File: src/rtl/dma_arm_pkg.sv
package dma_arm_pkg;

    typedef enum logic [1:0] {
        CH_OFF  = 2'd0,
        CH_WAIT = 2'd1,
        CH_XFER = 2'd2
    } ch_state_e;

    typedef enum logic [1:0] {
        SYN_FREE = 2'd0,
        SYN_SRC  = 2'd1,
        SYN_DST  = 2'd2,
        SYN_RSV  = 2'd3
    } sync_e;

    // control word bit positions (software-visible, decoded by the channel)
    localparam int B_ARM     = 0;
    localparam int B_CHG     = 1;
    localparam int B_SYNC_LO = 2;
    localparam int B_STOP    = 4;
    localparam int B_INT     = 5;
    localparam int CTL_BITS  = 6;

    typedef struct packed {
        logic  use_int;
        logic  stop_tc;
        sync_e sync;
    } ch_cfg_t;

endpackage

File: src/rtl/dma_int_src.sv
module dma_int_src (
    input  logic sel_serial,
    input  logic timer_drq,
    input  logic serial_drq,
    output logic int_drq
);
    always_comb begin
        int_drq = sel_serial ? serial_drq : timer_drq;
    end
endmodule

File: src/rtl/dma_req_arb.sv
module dma_req_arb #(
    parameter int NUM_CH = 2
) (
    input  logic              clk,
    input  logic              rst_n,
    input  logic [NUM_CH-1:0] cand_i,
    input  logic [NUM_CH-1:0] busy_i,
    output logic [NUM_CH-1:0] grant_o
);
    logic taken;

    always_comb begin
        grant_o = '0;
        taken   = |busy_i;
        if (taken) begin
            grant_o = busy_i;
        end else begin
            for (int i = 0; i < NUM_CH; i++) begin
                if (cand_i[i] && !taken) begin
                    grant_o[i] = 1'b1;
                    taken      = 1'b1;
                end
            end
        end
    end

    // never more than one request out
    p_onehot_grant_r11: assert property (@(posedge clk) disable iff (!rst_n)
        $onehot0(grant_o));

    // only one channel may be mid-transfer
    p_single_busy_r11: assert property (@(posedge clk) disable iff (!rst_n)
        $onehot0(busy_i));

    // lowest index wins when nobody holds the bus
    p_low_first_r11: assert property (@(posedge clk) disable iff (!rst_n)
        (busy_i == '0) && cand_i[0] |-> grant_o[0]);
endmodule

File: src/rtl/dma_chan_ctl.sv
module dma_chan_ctl
    import dma_arm_pkg::*;
#(
    parameter int CNT_W  = 16,
    parameter int DATA_W = 16
) (
    input  logic              clk,
    input  logic              rst_n,
    input  logic              ctl_we,
    input  logic              cnt_we,
    input  logic [DATA_W-1:0] wr_data,
    input  logic              ext_drq,
    input  logic              int_drq,
    input  logic              done_i,
    input  logic              grant_i,
    output logic              cand_o,
    output logic              busy_o,
    output logic [DATA_W-1:0] ctl_rd,
    output logic [CNT_W-1:0]  cnt_rd
);
    localparam logic [CNT_W-1:0] CNT_ONE = CNT_W'(1);

    ch_state_e          st_q, st_d;
    ch_cfg_t            cfg_q;
    logic [CNT_W-1:0]   cnt_q;
    logic               samp_q;
    logic               wr_chg, arm_set, arm_clr, drq, tc_hit;
    sync_e              sync_w;

    always_comb begin
        wr_chg  = ctl_we && wr_data[B_CHG];
        arm_set = wr_chg && wr_data[B_ARM];
        arm_clr = wr_chg && !wr_data[B_ARM];
        drq     = cfg_q.use_int ? int_drq : ext_drq;
        tc_hit  = (cnt_q == CNT_ONE);
        sync_w  = wr_data[B_INT] ? SYN_SRC : sync_e'(wr_data[B_SYNC_LO+1:B_SYNC_LO]);
    end

    // next-state logic
    always_comb begin
        st_d = st_q;
        unique case (st_q)
            CH_OFF: begin
                if (arm_set) st_d = CH_WAIT;
            end
            CH_WAIT: begin
                if (arm_clr)      st_d = CH_OFF;
                else if (grant_i) st_d = CH_XFER;
            end
            CH_XFER: begin
                if (arm_clr)     st_d = CH_OFF;
                else if (done_i) st_d = (tc_hit && cfg_q.stop_tc) ? CH_OFF : CH_WAIT;
            end
            default: st_d = CH_OFF;
        endcase
    end

    // state register
    always_ff @(posedge clk) begin
        if (!rst_n) st_q <= CH_OFF;
        else        st_q <= st_d;
    end

    // outputs
    always_comb begin
        busy_o = (st_q == CH_XFER);
        cand_o = 1'b0;
        if (st_q == CH_WAIT) begin
            unique case (cfg_q.sync)
                SYN_FREE: cand_o = 1'b1;
                SYN_SRC:  cand_o = drq;
                SYN_DST:  cand_o = samp_q;
                SYN_RSV:  cand_o = 1'b0;
                default:  cand_o = 1'b0;
            endcase
        end
    end

    always_comb begin
        ctl_rd                       = '0;
        ctl_rd[B_ARM]                = (st_q != CH_OFF);
        ctl_rd[B_SYNC_LO+1:B_SYNC_LO] = cfg_q.sync;
        ctl_rd[B_STOP]               = cfg_q.stop_tc;
        ctl_rd[B_INT]                = cfg_q.use_int;
        cnt_rd                       = cnt_q;
    end

    // configuration fields
    always_ff @(posedge clk) begin
        if (!rst_n) begin
            cfg_q <= '{use_int: 1'b0, stop_tc: 1'b0, sync: SYN_FREE};
        end else if (ctl_we) begin
            cfg_q <= '{use_int: wr_data[B_INT], stop_tc: wr_data[B_STOP], sync: sync_w};
        end
    end

    // transfer counter
    always_ff @(posedge clk) begin
        if (!rst_n)                cnt_q <= '0;
        else if (cnt_we)           cnt_q <= wr_data[CNT_W-1:0];
        else if (busy_o && done_i) cnt_q <= cnt_q - CNT_ONE;
    end

    // destination-paced sample, taken only between transfers
    always_ff @(posedge clk) begin
        if (!rst_n) samp_q <= 1'b0;
        else        samp_q <= (st_q == CH_WAIT) ? drq : 1'b0;
    end

    // arm flag holds without change-enable (unless terminal count fires)
    p_arm_hold_r2: assert property (@(posedge clk) disable iff (!rst_n)
        !(ctl_we && wr_data[B_CHG]) && !(busy_o && done_i)
        |=> (st_q == CH_OFF) == $past(st_q == CH_OFF));

    // disarmed channel is silent
    p_off_quiet_r3: assert property (@(posedge clk) disable iff (!rst_n)
        (st_q == CH_OFF) |-> !cand_o && !busy_o);

    // reserved sync never requests
    p_rsv_quiet_r7: assert property (@(posedge clk) disable iff (!rst_n)
        (cfg_q.sync == SYN_RSV) |-> !cand_o);

    // internal source always paired with source pacing
    p_int_src_r8: assert property (@(posedge clk) disable iff (!rst_n)
        cfg_q.use_int |-> (cfg_q.sync == SYN_SRC));

    // one decrement per done while transferring
    p_cnt_dec_r9: assert property (@(posedge clk) disable iff (!rst_n)
        busy_o && done_i && !cnt_we |=> cnt_q == $past(cnt_q) - CNT_ONE);

    // terminal count with stop-at-zero disarms
    p_tc_off_r10: assert property (@(posedge clk) disable iff (!rst_n)
        busy_o && done_i && cfg_q.stop_tc && tc_hit |=> (st_q == CH_OFF));

    // disarming write always lands in OFF
    p_disarm_r13: assert property (@(posedge clk) disable iff (!rst_n)
        ctl_we && wr_data[B_CHG] && !wr_data[B_ARM] |=> (st_q == CH_OFF));
endmodule

File: src/rtl/dma_arm_ctrl.sv
module dma_arm_ctrl
    import dma_arm_pkg::*;
#(
    parameter int NUM_CH = 2,
    parameter int CNT_W  = 16,
    parameter int DATA_W = 16,
    parameter int ADDR_W = 3
) (
    input  logic              clk,
    input  logic              rst_n,
    input  logic              wr_en,
    input  logic [ADDR_W-1:0] wr_addr,
    input  logic [DATA_W-1:0] wr_data,
    input  logic [ADDR_W-1:0] rd_addr,
    output logic [DATA_W-1:0] rd_data,
    input  logic [NUM_CH-1:0] ext_drq,
    input  logic              timer_drq,
    input  logic              serial_drq,
    input  logic              xfer_done,
    output logic [NUM_CH-1:0] xfer_req
);
    localparam logic [ADDR_W-1:0] SEL_ADDR = ADDR_W'(2 * NUM_CH);

    logic              sel_serial_q;
    logic              int_drq;
    logic [NUM_CH-1:0] cand, busy, grant;
    logic [DATA_W-1:0] ctl_rd_a [NUM_CH];
    logic [CNT_W-1:0]  cnt_rd_a [NUM_CH];

    always_ff @(posedge clk) begin
        if (!rst_n)                             sel_serial_q <= 1'b0;
        else if (wr_en && wr_addr == SEL_ADDR)  sel_serial_q <= wr_data[0];
    end

    dma_int_src u_src (
        .sel_serial (sel_serial_q),
        .timer_drq  (timer_drq),
        .serial_drq (serial_drq),
        .int_drq    (int_drq)
    );

    for (genvar g = 0; g < NUM_CH; g++) begin : g_ch
        dma_chan_ctl #(
            .CNT_W  (CNT_W),
            .DATA_W (DATA_W)
        ) u_ch (
            .clk     (clk),
            .rst_n   (rst_n),
            .ctl_we  (wr_en && (wr_addr == ADDR_W'(2 * g))),
            .cnt_we  (wr_en && (wr_addr == ADDR_W'(2 * g + 1))),
            .wr_data (wr_data),
            .ext_drq (ext_drq[g]),
            .int_drq (int_drq),
            .done_i  (xfer_done && busy[g]),
            .grant_i (grant[g]),
            .cand_o  (cand[g]),
            .busy_o  (busy[g]),
            .ctl_rd  (ctl_rd_a[g]),
            .cnt_rd  (cnt_rd_a[g])
        );
    end

    dma_req_arb #(.NUM_CH(NUM_CH)) u_arb (
        .clk     (clk),
        .rst_n   (rst_n),
        .cand_i  (cand),
        .busy_i  (busy),
        .grant_o (grant)
    );

    always_comb begin
        xfer_req = grant;
    end

    always_comb begin
        rd_data = '0;
        for (int i = 0; i < NUM_CH; i++) begin
            if (rd_addr == ADDR_W'(2 * i))     rd_data = ctl_rd_a[i];
            if (rd_addr == ADDR_W'(2 * i + 1)) rd_data = DATA_W'(cnt_rd_a[i]);
        end
        if (rd_addr == SEL_ADDR) rd_data = DATA_W'(sel_serial_q);
    end

    // select register follows its write
    p_sel_wr_r8: assert property (@(posedge clk) disable iff (!rst_n)
        wr_en && (wr_addr == SEL_ADDR) |=> sel_serial_q == $past(wr_data[0]));

    // outputs one-hot or idle
    p_req_onehot_r11: assert property (@(posedge clk) disable iff (!rst_n)
        $onehot0(xfer_req));
endmodule

File: config.mk
export PLATFORM = sky130hd
export DESIGN_NAME = dma_arm_ctrl
export DESIGN_NICKNAME = d
export VERILOG_FILES = /design/src/rtl/dma_arm_pkg.sv /design/src/rtl/dma_int_src.sv /design/src/rtl/dma_req_arb.sv /design/src/rtl/dma_chan_ctl.sv /design/src/rtl/dma_arm_ctrl.sv
export SDC_FILE = /design/constraint.sdc
export NUM_CORES = 1
export LEC_CHECK = 0
export BUFFER_PORTS_ARGS = -buffer_cell sky130_fd_sc_hd__buf_2
export CAP_MARGIN = 25
export CORE_MARGIN = 2
export CORE_UTILIZATION = 25
export CTS_BUF_LIST = sky130_fd_sc_hd__clkbuf_8
export DETAILED_ROUTE_END_ITERATION = 10
export GPL_ROUTABILITY_DRIVEN = 0
export GPL_TIMING_DRIVEN = 0
export PLACE_DENSITY = 0.52
export SLEW_MARGIN = 25
export SYNTH_ARGS = -nofsm -noshare
export SYNTH_HDL_FRONTEND = slang
export SYNTH_SLANG_ARGS = --single-unit
File: constraint.sdc
create_clock -name clk -period 1.58 [get_ports clk]
set_input_delay 0.158 -clock clk [delete_from_list [all_inputs] [get_ports clk]]
set_output_delay 0.158 -clock clk [all_outputs]
set_load 0.02 [all_outputs]
==> impl_results.md, run 1 <==
- Initial Util: 25.6%
- Failing checks: negative setup slack
- Total track usage: 14.3%
- Layout area overhead: 36.4%
- Total Routed Length: 9270 um
- Share of the synthesized area in the top cell type: 32.1%
- Post-Synthesis Cells: 349
- Final Hold Viols: 0
- Synth Register Bits: 47
- Share of cells above drive strength 1: 35.9%
- Crit path max fanout: 2
- Die Y: 112 um
- CP Class: flop to primary output
- DP Wirelength: 6750 um
- DP Area: 0.00333 mm^2
- Syn Area/Cell: 8.39 um^2
- Crit-path cells: mux2i_2 -> a21o_1 -> a211o_1 -> nand4_1 -> nand2_1 -> buf_6
- Finish-stage setup viols: 13
- Max Cap Viol: 0
- Clock buffer depth: 2
- Share of flip-flops with an asynchronous set or reset: 0%
- Port Buffers: 44
- Worst hold margin: 0.161 ns
- Vias per cell: 4.90
- Total power: 3.07 mW
- Final setup margin: -0.223 ns
- Hold Path Sink: g_ch[0].u_ch.cnt_rd[10]$_SDFFE_PN0P_
- Unrepaired setup endpoints after global routing: yes
- Unique masters post-synth: 50
- Place WS: -0.220 ns
- Min Clock Period, post-route: 1.80 ns
- R2R depth: 7
- EDFF count, synth: 0
- DR iter-0 viols: 80
- Chip width: 112 um
- Clock skew: 0.00817 ns
- Fmax: 0.555 GHz
- Post-route cell area: 0.00399 mm^2
- Clock Sinks: 47
- Worst hold-check path type: primary input to flop
- Max VDD drop: 0.374 mV
- Drt drc: 0
- Worst-path clk slew: 0.09 ns
- Lkg Pwr: 1.63 nW
- ANT cells: 0
- Avg WL per Cell: 16.1 um
- Worst setup EP type: primary output
- Cell area after synthesis: 0.00293 mm^2
- Pwr/cell area: 769 mW/mm^2
- Critical path's slowest cell: dfxtp_2
- Top cells by area, synth: dfxtp_1, mux2i_1, a21oi_1, xor2_1, o21ai_0
- First-pass GRT wire length: 14,400 um
- Worst-Margin Slew: 0.793 ns
- TritonCTS clock tree: yes
- Max-slew headroom: 47.0%
- Routed vias: 2,825
- Worst Path Required: 1.42 ns
- Warnings from Yosys: 0
- Final Cycle Share: 114%
- WHS Path Cells: 3
- Clk_lat worst skew: 0.30 ns
- R2R Path End: g_ch[1].u_ch.st_q[0]$_SDFFE_PN0P_
- Clock buffer count from CTS: 5
- Nets: 467
- Crit path arrival time: 1.65 ns
- I/O pins: 48
- Post-synth top flop: dfxtp_1
- Max Slew Vio Count: 0
- Htree depth: 2
- Largest net degree at the start of global routing: 15
- Final ANT Viol Nets: 0
- DRT Pass-1 Iters: 4
- R2R setup slack: -0.09 ns
- Clock root buffer: clkbuf_8
- Synth area leader: dfxtp_1
- Reg-to-Reg Start: sel_serial_q$_SDFFE_PN0P_
- Area of the die: 0.0126 mm^2
- GRT overflow: 0
- Hold Path Origin: wr_data[10]
- Crit path largest cell delay: 0.35 ns
- # fillers: 1,214
- Syn Nets: 383
- Sequential share of the synthesized area: 32.1%
- CP Launch Type: flop
- Row cnt: 39
- Status: finished, violations left
- Core area: 0.0114 mm^2
- Number of global-route vias before repair: 2,750
- Initial antenna violation count: 0
layout by cell type, fill, tap and decap left out, types with 2 or more instances in the layout:
cell type / count
nor3_1: 2
a211o_1: 2
or4_4: 2
nor2b_4: 4
nand3b_1: 4
o21ai_0: 28
ha_1: 3
and3_1: 3
nor3b_1: 3
nand3_1: 3
a21oi_1: 32
xor2_1: 18
inv_1: 5
dfxtp_4: 14
mux2i_1: 19
clkbuf_1: 14
and3b_1: 3
nand2b_1: 3
nand3_2: 2
buf_2: 39
nand4_1: 7
nor4_4: 3
nor2_2: 4
nor3_4: 2
buf_6: 14
nor2b_1: 14
dfxtp_2: 6
nand2_1: 23
o211a_1: 8
inv_2: 2
nor2_1: 31
clkbuf_8: 6
buf_4: 34
mux4_2: 5
dfxtp_1: 27
xnor2_1: 12
synthesized netlist by cell type, drive strengths merged (4+ instances only):
library cell   n
nand3b         4
o211a          8
mux4           5
xor2          18
nand4          7
inv            7
nand2         24
nor3b          5
a21oi         33
nand3          6
buf            9
nor4           5
dfxtp         47
nor2          36
nor2b         19
ha             4
clkbuf        16
xnor2         12
nor3           4
o21ai         29
mux2i         20
worst max-delay path: cells and delay by family (launching register included):
kind	cells	cell delay (ns)
AOI/OAI and AO/OA	2	0.50
and+or+nand+nor	2	0.20
DFF	1	0.35
muxes	1	0.16
buffers and inverters	1	0.13
stage by stage:
stage	setup TNS [ns]	std cells	utilization (%)
after CTS	-0.595	567	33.3
after detailed placement	-3.04	536	29.1
final	-1.08	577	35.0
after global routing	-1.86	577	35.0
after global placement	-2.88	536	29.1
after floorplan	0	349	-
power breakdown:
part	internal, mW	switching (mW)
clock network	0.513	0.436
registers	1.24	0.0899
logic	0.404	0.386
total	2.16	0.912
state kept, by name, summed over array words and instances, names as in the netlist:
signal            flops
g_ch.u_ch.cnt_rd     32
g_ch.u_ch.st_q        4
g_ch.u_ch.ctl_rd      8
g_ch.u_ch.samp_q      2
sel_serial_q          1
per-layer routing:
layer | vias up | track usage (%) | share of wire, %
met1 | 1324 | 20.7 | 49
met2 | 88 | 22.8 | 45
met4 | 0 | 2.85 | 1.0
li1 | 1404 | - | -
met3 | 9 | 2.38 | 5.2
met5 | - | 0 | 0
kinds of logic after synthesis:
kind of cell | share of synthesized area, %
AO/OA/AOI/OAI | 15.6
flip-flops | 32.1
multiplexers | 10.7
adder cells (fa/ha/maj) | 1.71
AND/OR/NAND/NOR | 26.0
buffers and inverters | 4.87
XOR/XNOR | 8.97
timing repair:
| item | CTS | global route |
|---|---|---|
| gates resized for setup | 65 | 38 |
| hold buffers | 0 | 0 |
| pin swaps | 15 | 19 |
| setup buffers | 26 | 11 |
| endpoints found under the setup margin | 39 | 33 |
layout make-up:
class,instances,area [um^2],share of cell area (%)
Timing Repair Buffer,80,549,13.8
Sequential cell,47,1000,25.1
Inverter,7,26.3,0.658
Tap cell,143,179,4.48
Clock inverter,2,35.0,0.877
Multi-Input combinational cell,270,2000,50.2
Buffer,22,116,2.91
Clock buffer,6,82.6,2.07
worst max path at each step:
stage	startpoint	endpoint	slack [ns]	cells past startpoint
finish	sel_serial_q$_SDFFE_PN0P_	xfer_req[1]	-0.22	6
detailed placement	g_ch[0].u_ch.cnt_rd[9]$_SDFFE_PN0P_	g_ch[0].u_ch.cnt_rd[15]$_SDFFE_PN0P_	-0.22	5
floorplan	rd_addr[1]	rd_data[0]	0.008	3
CTS	sel_serial_q$_SDFFE_PN0P_	xfer_req[1]	-0.18	6
global placement	g_ch[0].u_ch.cnt_rd[9]$_SDFFE_PN0P_	g_ch[0].u_ch.cnt_rd[15]$_SDFFE_PN0P_	-0.20	5
global route	sel_serial_q$_SDFFE_PN0P_	xfer_req[1]	-0.29	7
Power figures use the tool's default switching activity.
==> inputs of run 2 (changes only) <==
--- a/config.mk
+++ b/config.mk
@@ -8,12 +8,12 @@
 export BUFFER_PORTS_ARGS = -buffer_cell sky130_fd_sc_hd__buf_2
 export CAP_MARGIN = 25
 export CORE_MARGIN = 2
-export CORE_UTILIZATION = 25
+export CORE_UTILIZATION = 53
 export CTS_BUF_LIST = sky130_fd_sc_hd__clkbuf_8
 export DETAILED_ROUTE_END_ITERATION = 10
 export GPL_ROUTABILITY_DRIVEN = 0
 export GPL_TIMING_DRIVEN = 0
-export PLACE_DENSITY = 0.52
+export PLACE_DENSITY = 0.88
 export SLEW_MARGIN = 25
 export SYNTH_ARGS = -nofsm -noshare
 export SYNTH_HDL_FRONTEND = slang
==> run 2 against run 1 <==
  * The run still ends with negative setup slack left
  * Final area shrank 6.0%
  * Sequential share of layout area increased by 1.5 points
  * Sequential power hardly changed
  * Non-clock buffer count shrank 11
  * Largest power group unchanged
  * Highest routed layer unchanged
==> impl_results.md, run 2 (synthesis results as in run 1) <==
- Max Cap Viol: 0
- Crit-path cells: mux2i_4 -> a21o_1 -> a211o_1 -> nand4_1 -> nand2_1 -> buf_6
- Crit path largest cell delay: 0.37 ns
- Initial Util: 54.2%
- Hold_buf cts: 0
- Initial antenna violation count: 0
- Lkg Pwr: 1.57 nW
- Place WS: -0.195 ns
- Worst hold-check path type: primary input to flop
- Die Y: 78.3 um
- Worst setup EP type: primary output
- Max reg flops: 32
- Largest net degree at the start of global routing: 15
- I/O pins: 48
- Drt drc: 0
- Comb pwr share: 24.9%
- Clock Sinks: 47
- Share of cells above drive strength 1: 33.3%
- CP Launch Type: flop
- Clock skew: 0.00834 ns
- Clock buffer depth: 2
- Clock group share of total power: 31.0%
- Sw power: 903 uW
- Flop pwr share: 44.1%
- Worst-Margin Slew: 0.838 ns
- Clock root buffer: clkbuf_8
- Fmax: 0.544 GHz
- Final Hold Viols: 0
- Failing checks: negative setup slack
- DP Wirelength: 5750 um
- WHS Path Cells: 3
- Core area: 0.00541 mm^2
- Vias per cell: 6.02
- Finish-stage setup viols: 11
- Reg-to-Reg Start: g_ch[1].u_ch.st_q[1]$_SDFFE_PN0P_
- Crit path max-delay family: compound AO/OA/AOI/OAI gates
- Setup TNS: -0.692 ns
- R2R setup slack: -0.04 ns
- R2R depth: 7
- WP depth: 6
- Min Clock Period, post-route: 1.84 ns
- Max Slew Vio Count: 0
- Final Cycle Share: 116%
- Commonest non-fill, non-tap cell in the layout: buf_2
- Nets: 456
- Critical path's slowest cell: dfxtp_4
- Max VDD drop: 0.671 mV
- Avg WL per Cell: 18.0 um
- Number of global-route vias before repair: 2,817
- Final ANT Viol Nets: 0
- Final setup margin: -0.259 ns
- Crit path max fanout: 3
- R2R Path End: g_ch[1].u_ch.cnt_rd[7]$_SDFFE_PN0P_
- Layout area overhead: 28.2%
- Status: finished, violations left
- Worst Path Required: 1.42 ns
- Switching share of power: 29.7%
- Area of the die: 0.00613 mm^2
- GRT overflow: 0
- Routed vias: 2,981
- Clk_lat worst skew: 0.32 ns
- Crit path buf inv count: 1
- Pwr/cell area: 808 mW/mm^2
- ANT cells: 0
- TritonCTS clock tree: yes
- Port Buffers: 44
- Unrepaired setup endpoints after global routing: yes
- Total power: 3.03 mW
- Crit path arrival time: 1.68 ns
- Total Routed Length: 8910 um
- Htree depth: 2
- Worst hold margin: 0.139 ns
- First-pass GRT wire length: 13,300 um
- DRT Pass-1 Iters: 6
- DR iter-0 viols: 225
- Worst-path clk slew: 0.09 ns
- Total track usage: 28.0%
- Row cnt: 27
- Max-slew headroom: 44.0%
- Critical path endpoint: xfer_req[1]
- Final Core Density: 69.5%
- Chip width: 78.3 um
- Most frequent cells in the layout: buf_2, a21oi_1, nor2_1, o21ai_0, buf_4
- CP Launch Point: sel_serial_q$_SDFFE_PN0P_
- CP Class: flop to primary output
- Clock buffer count from CTS: 5
- Cell internal pwr: 2.13 mW
[run 2: cell types whose count changed in the layout (fill, tap and decap cells not counted), moves of 2 or more]
cell | previous run | this run
buf_2 | 39 | 42
inv_1 | 5 | 7
nor2b_1 | 14 | 17
dfxtp_2 | 6 | 11
nor2b_4 | 4 | 1
buf_4 | 34 | 27
dfxtp_4 | 14 | 11
dfxtp_1 | 27 | 25
inv_2 | 2 | 0
buf_6 | 14 | 6
[run 2: timing repair]
| action | 4_1_cts | 5_1_grt |
|---|---|---|
| hold endpoints to repair | 0 | 0 |
| pin swaps | 9 | 20 |
| endpoints found under the setup margin | 39 | 30 |
| setup buffers | 23 | 5 |
| gates resized for setup | 48 | 32 |
[run 2: final cells by class]
class | count | area, um^2
Buffer | 22 | 114
Sequential cell | 47 | 996
Multi-Input combinational cell | 270 | 1970
Clock inverter | 2 | 35.0
Inverter | 7 | 26.3
Timing Repair Buffer | 69 | 445
Fill cell | 420 | 1650
Tap cell | 72 | 90.1
Clock buffer | 6 | 82.6
[run 2: power by group through the flow]
| stage | clock network, mW | logic [mW] | registers (mW) |
|---|---|---|---|
| 2_1_floorplan | 0 | 0.405 | 1.34 |
| 3_3_place_gp | 0 | 0.538 | 1.36 |
| 3_5_place_dp | 0 | 0.557 | 1.36 |
| 4_1_cts | 0.940 | 0.694 | 1.33 |
| 5_1_grt | 0.987 | 0.808 | 1.35 |
| 6_report | 0.940 | 0.755 | 1.34 |
[run 2: metal layers]
layer | GRT usage (%) | vias up | part of all wire [%]
met1 | 34.0 | 1406 | 41
met4 | 15.6 | 0 | 3.0
met5 | 0 | - | 0
li1 | - | 1378 | -
met2 | 47.1 | 165 | 48
met3 | 4.60 | 32 | 7.2
[run 2: worst min-delay path by stage]
stage / start / to / slack, ns
finish: wr_data[6] / g_ch[1].u_ch.cnt_rd[6]$_SDFFE_PN0P_ / 0.14
global route: wr_data[4] / g_ch[1].u_ch.cnt_rd[4]$_SDFFE_PN0P_ / 0.16
CTS: wr_data[6] / g_ch[1].u_ch.cnt_rd[6]$_SDFFE_PN0P_ / 0.13
detailed placement: wr_data[6] / g_ch[1].u_ch.cnt_rd[6]$_SDFFE_PN0P_ / 0.46
global placement: wr_data[7] / g_ch[0].u_ch.cnt_rd[7]$_SDFFE_PN0P_ / 0.46
floorplan: wr_data[2] / g_ch[0].u_ch.cnt_rd[2]$_SDFFE_PN0P_ / 0.31
[run 2: stage by stage]
step | instance area (um^2) | instances
floorplan | 2930 | 349
global placement | 3240 | 465
detailed placement | 3240 | 465
CTS | 3650 | 492
global route | 3750 | 495
finish | 3750 | 495
[run 2: worst min-delay path, stage by stage]
cell and delay [ns]:
buf_2 0.08, o21ai_0 0.07, a21oi_1 0.11
